<file path="src/rtl/mcr_pkg.sv">
package mcr_pkg;

   localparam int NUM_RATIOS = 7;
   localparam logic [2:0] CODE_NONE = 3'd7;

   localparam logic [1:0] SPD_SINGLE = 2'd0;
   localparam logic [1:0] SPD_DOUBLE = 2'd1;
   localparam logic [1:0] SPD_QUAD   = 2'd2;

   // ratio for code i: 128 * 2^(i/2), times 1.5 when i is odd
   function automatic int ratio_of(input int idx);
      int base;
      base = 128 << (idx >> 1);
      return (idx % 2 == 1) ? base + base / 2 : base;
   endfunction

   // one bit per code: codes legal in the speed mode (top one included)
   function automatic logic [NUM_RATIOS-1:0] mode_mask(input logic [1:0] mode);
      case (mode)
         SPD_SINGLE: return 7'b111_1100;
         SPD_DOUBLE: return 7'b001_1111;
         SPD_QUAD:   return 7'b000_0111;
         default:    return 7'b000_0000;
      endcase
   endfunction

   // highest code of the mode, which needs the divider
   function automatic logic [2:0] top_code(input logic [1:0] mode);
      case (mode)
         SPD_SINGLE: return 3'd6;
         SPD_DOUBLE: return 3'd4;
         SPD_QUAD:   return 3'd2;
         default:    return CODE_NONE;
      endcase
   endfunction

endpackage

</file>
<file path="src/rtl/mcr_ratio_classify.sv">
module mcr_ratio_classify
   import mcr_pkg::*;
#(
   parameter int CNT_W = 12
) (
   input  logic [CNT_W-1:0] meas_i,
   input  logic             div_en,
   input  logic [1:0]       mode_i,
   output logic [2:0]       code_o,
   output logic             legal_o
);
   localparam int RAT_W = CNT_W + 1;

   logic [RAT_W-1:0]      ratio;
   logic [NUM_RATIOS-1:0] hit;
   logic [NUM_RATIOS-1:0] mask;
   logic [2:0]            top;

   assign ratio = div_en ? {meas_i, 1'b0} : {1'b0, meas_i};
   assign mask  = mode_mask(mode_i);
   assign top   = top_code(mode_i);

   generate
      for (genvar gi = 0; gi < NUM_RATIOS; gi++) begin : g_match
         assign hit[gi] = (32'(ratio) == ratio_of(gi));
      end
   endgenerate

   always_comb begin
      code_o = CODE_NONE;
      for (int i = 0; i < NUM_RATIOS; i++) begin
         if (hit[i]) code_o = 3'(i);
      end
      legal_o = (|(hit & mask)) && !((code_o == top) && !div_en);
   end

endmodule

</file>
<file path="config.mk">
export PLATFORM = sky130hd
export DESIGN_NAME = mcr_ratio_classify
export DESIGN_NICKNAME = d
export VERILOG_FILES = /design/src/rtl/mcr_pkg.sv /design/src/rtl/mcr_ratio_classify.sv
export SDC_FILE = /design/constraint.sdc
export NUM_CORES = 1
export LEC_CHECK = 0
export ABC_AREA = 1
export BUFFER_PORTS_ARGS = -buffer_cell sky130_fd_sc_hd__buf_2
export CORE_MARGIN = 1.5
export CORE_UTILIZATION = 30
export DETAILED_ROUTE_END_ITERATION = 8
export GPL_ROUTABILITY_DRIVEN = 1
export GPL_TIMING_DRIVEN = 0
export PLACE_DENSITY = 0.51
export SLEW_MARGIN = 40
export SYNTH_ARGS = -nofsm -noshare
export SYNTH_HDL_FRONTEND = slang
export SYNTH_SLANG_ARGS = --single-unit
</file>
<file path="constraint.sdc">
create_clock -name vclk -period 2.25
set_input_delay 0.1125 -clock vclk [all_inputs]
set_output_delay 0.1125 -clock vclk [all_outputs]
set_load 0.02 [all_outputs]
</file>
* Word level (Yosys, flattened, before mapping)
Index checks and enable logic that the tools add are counted.
Operators by class: bitwise operators 1, equality and inequality tests 10, muxes and demuxes 10, reduce and logical (&&, ||, !) cells 6
Operators by type and width (number):
- 13-bit by 10-bit == test with 1-bit output (second input constant) | 2
- 13-bit by 8-bit == test with 1-bit output (second input constant) | 2
- 13-bit by 9-bit == test with 1-bit output (second input constant) | 2
- 3-bit two-way mux | 7
- 7-bit one-hot mux with 3 select lines | 1
- 13-bit by 11-bit == test with 1-bit output (second input constant) | 1
- 13-bit two-way mux | 1
- 3-bit one-hot mux with 3 select lines | 1
- 7-bit AND | 1
- 7-bit OR reduction | 1
- 3-bit == test | 1
- 2-bit by 1-bit == test with 1-bit output (second input constant) | 1
- 2-bit == test (second input constant) | 1
- 1-bit logical AND | 2
- 1-bit zero test | 2
- 2-bit zero test | 1
Storage, ports and cells: input bits 15, bits in registers 0, logic and storage cells 27, output and inout bits 4

* Longest topological paths before layout
depth in word-level cells 13, mapped depth 12, gate-level depth less buffers 12

* Least setup slack after synthesis
Ideal clock, no wire load.
path kind input-to-output, from input port div_en, to output port legal_o, stages 11, required time 2.138 ns, path slack 0.762 ns, buffers on the path 1, arrival time 1.376 ns, path through buf_6 -> nand2_2 -> nand2_2 -> nor2_2 -> nand2_1 -> nor3_4 -> nor2_1 -> nand2_1 -> nand2_1 -> nor2_2 -> a21oi_2
Between the ends: word-level cells in the longest chain between the ends 13, elaborated cells between the ends (all ways) 22, those cells by class eq/ne: 8; mux: 8; bitwise: 1; reduce/logical: 5
Ends and longest elaborated chain:
- start, declared | RTL line mcr_ratio_classify.sv:7 | input logic div_en,
- 13-bit two-way mux * | RTL line mcr_ratio_classify.sv:19 | assign ratio = div_en ? {meas_i, 1'b0} : {1'b0, meas_i};
- 13-bit by 8-bit == test with 1-bit output | RTL line mcr_ratio_classify.sv:25 | assign hit[gi] = (32'(ratio) == ratio_of(gi));
- 3-bit two-way mux (6 in series) | RTL line mcr_ratio_classify.sv:32 | if (hit[i]) code_o = 3'(i);
- 3-bit two-way mux * | RTL line mcr_ratio_classify.sv:32
- via code_o[1] | RTL line mcr_ratio_classify.sv:9 | output logic [2:0] code_o,
- 3-bit == test * | RTL line mcr_ratio_classify.sv:34 | legal_o = (|(hit & mask)) && !((code_o == top) && !div_en);
- 1-bit logical AND * | RTL line mcr_ratio_classify.sv:34
- 1-bit zero test * | RTL line mcr_ratio_classify.sv:34
- 1-bit logical AND * | RTL line mcr_ratio_classify.sv:34
- end, declared | RTL line mcr_ratio_classify.sv:10 | output logic legal_o
Mark *: on every way through the listed nets, which the timed path passes. The rest lies on a longest branch.

* Worst setup path after layout
from input port div_en, to output port legal_o
Between the ends: word-level cells in the longest chain between the ends 13, elaborated cells between the ends (all ways) 22, those cells by class eq/ne: 8; mux: 8; bitwise: 1; reduce/logical: 5
Ends and longest elaborated chain (RTL line):
- 13-bit two-way mux | mcr_ratio_classify.sv:19
- 13-bit by 8-bit == test with 1-bit output | mcr_ratio_classify.sv:25
- 3-bit two-way mux (7 in series) | mcr_ratio_classify.sv:32
- 3-bit == test | mcr_ratio_classify.sv:34
- 1-bit logical AND | mcr_ratio_classify.sv:34
- 1-bit zero test | mcr_ratio_classify.sv:34
- 1-bit logical AND * | mcr_ratio_classify.sv:34
Mark *: on every way between the ends. The rest lies on a longest branch, timed or not.

==> flow_summary_export.csv <==
group,metric,value,unit
status,status,"completed",
placement,place.port_buffers,19,
yosys,avgSynthCellArea,5.58,um2
power_and_ir_drop,intPower,0.0369,mW
finish,syn2layout_area_growth,19.1,%
power_and_ir_drop,power.leakage,0.467,nW
hold_path,hold_path_startpoint,"div_en",
timing,setup_tns,0,ns
critical_path,cp.arrival,1.51,ns
grt,grt-ovfl-total,0,
floorplan,rows,17,
placement,post-place-ws,0.618,ns
detailed_routing,drt-vias-per-instance,4.53,
finish,diodes,0,
timing,maxSlewHeadroom,0.816,
finish,final_util,0.374,
yosys,synth_fp_nets,143,
timing,rsz0062_at_grt,"no",
detailed_routing,routedWlPerCell,8.51,um
yosys,yosysWarnings,0,
timing,final_hold_viol_count,0,
finish,seq_cell_count,0,
finish,final_common_cell,"nand2_1",
finish,drive_gt1_frac,0.326,
yosys,ys_types,23,
detailed_routing,drt-total-wl,1440,um
power_and_ir_drop,comb_power_share,1.000,
critical_path,crit_fanout,10,
timing,setup_viol,0,
critical_path,critPathKind,"input port to output pin",
placement,globalplace.congestion,0.787,
floorplan,io_pins,19,
floorplan,die_x,50.6,um
grt,grt_max_degree,11,
finish,layout_common_cells,"nand2_1, nor2_1, buf_2",
grt,antenna_found_initial,0,
timing,fin_ws,0.632,ns
critical_path,cp-end-kind,"output pin",
critical_path,critical_path_required,2.14,ns
finish,nFillCells,263,
grt,grt_pass1_wl,2590,um
timing,fin_crit,1.62,ns
placement,dp_hpwl,1320,um
power_and_ir_drop,vdd_drop_max,70.4,uV
floorplan,core-area,2170,um2
floorplan,start_util,0.314,
grt,grt_pass1_vias,692,
clocking,ctsHoldBuffers,0,
timing,slew_viol_final,0,
power_and_ir_drop,sequentialPowerShare,0,
yosys,syn_inst,122,
power_and_ir_drop,power.switching,0.0648,mW
yosys,yosysSeqAreaShare,0,
finish,nNetsFinal,164,
power_and_ir_drop,swShare,0.637,
detailed_routing,drc,0,
run,drv_cap,0,
clocking,postCtsSetupBuffers,0,
finish,seqCellArea,0,um2
critical_path,critPathLaunch,"div_en",
grt,grt_util_all_layers,0.120,
detailed_routing,via_count,766,
detailed_routing,drt-initial-drc-count,8,
yosys,netlist_area,681,um2
critical_path,startpoint_type,"input port",
finish,clkbuf_count,0,
timing,finalCritPeriodShare,0.719,
detailed_routing,detail-route-antenna-nets,0,
hold_path,min_path_type,"input port to output pin",
timing,tightest_slew,0.275,ns
power_and_ir_drop,p_per_area,125,nW/um2
floorplan,die_y,50.6,um
floorplan,dieArea,2560,um2
power_and_ir_drop,p_clk_frac,0,
detailed_routing,first_pass_iters,4,
timing,clock.fmax,0.618,GHz
clocking,ctsResizeCount,0,
-- cell type report --
class	instances	area (um2)	share of cell area
Multi-Input combinational cell	102	596	0.735
Timing Repair Buffer	19	95.1	0.117
Inverter	19	73.8	0.0910
Tap cell	28	35.0	0.0432
Buffer	1	11.3	0.0139
-- power by group through the flow --
stage	Combinational, mW	Sequential [mW]	Clock [mW]
final	0.102	0	0
after CTS	0.103	0	0
after floorplan	0.0710	0	0
after global routing	0.115	0	0
after global placement	0.100	0	0
after detailed placement	0.102	0	0
-- per-layer routing --
layer  up-vias  GRT usage  share of wire
li1        417          -              -
met1       332      0.156           0.46
met2        17      0.235           0.50
met3         0          0          0.035
met4         0          0              0
met5         -          0              0
-- Yosys cell counts, drive strengths merged --
library cell	count	area, um2
nand3	7	40.0
nand4	3	18.8
a21oi	6	33.8
o21ai	3	37.5
and2	1	6.26
buf	1	11.3
nand2	47	216
nor2	25	129
inv	19	73.8
o211ai	1	7.51
nor3	3	31.3
ha	6	75.1
-- final timing paths --
check	to	slack [ns]	depth (start not counted)
max	legal_o	0.63	12
min	legal_o	0.80	6
-- critical path, stage by stage --
cell and delay (ns):
buf_2 0.11, buf_6 0.14, o21ai_4 0.27, inv_4 0.07, nor2_4 0.16, nand2_4 0.09
nand2_1 0.07, nand2_1 0.05, a21oi_1 0.11, nor2_1 0.07, a21oi_2 0.09, buf_2 0.16
-- cell families (layout without fill, tap and decap cells) --
group	Yosys count	after routing	share of synthesized area
buf+inv	20	39	0.125
compound gates	10	10	0.116
simple gates	86	86	0.649
fa+ha+maj	6	6	0.110
-- stage by stage --
step	hold slack [ns]	power [mW]	instance area (um2)	std cells
6_report	0.803	0.102	811	169
5_1_grt	0.864	0.115	811	169
4_1_cts	0.818	0.103	811	169
3_5_place_dp	0.817	0.102	811	169
3_3_place_gp	0.814	0.100	811	169
2_1_floorplan	0.598	0.0710	681	122
No activity file was read; power rests on OpenSTA's default activity.
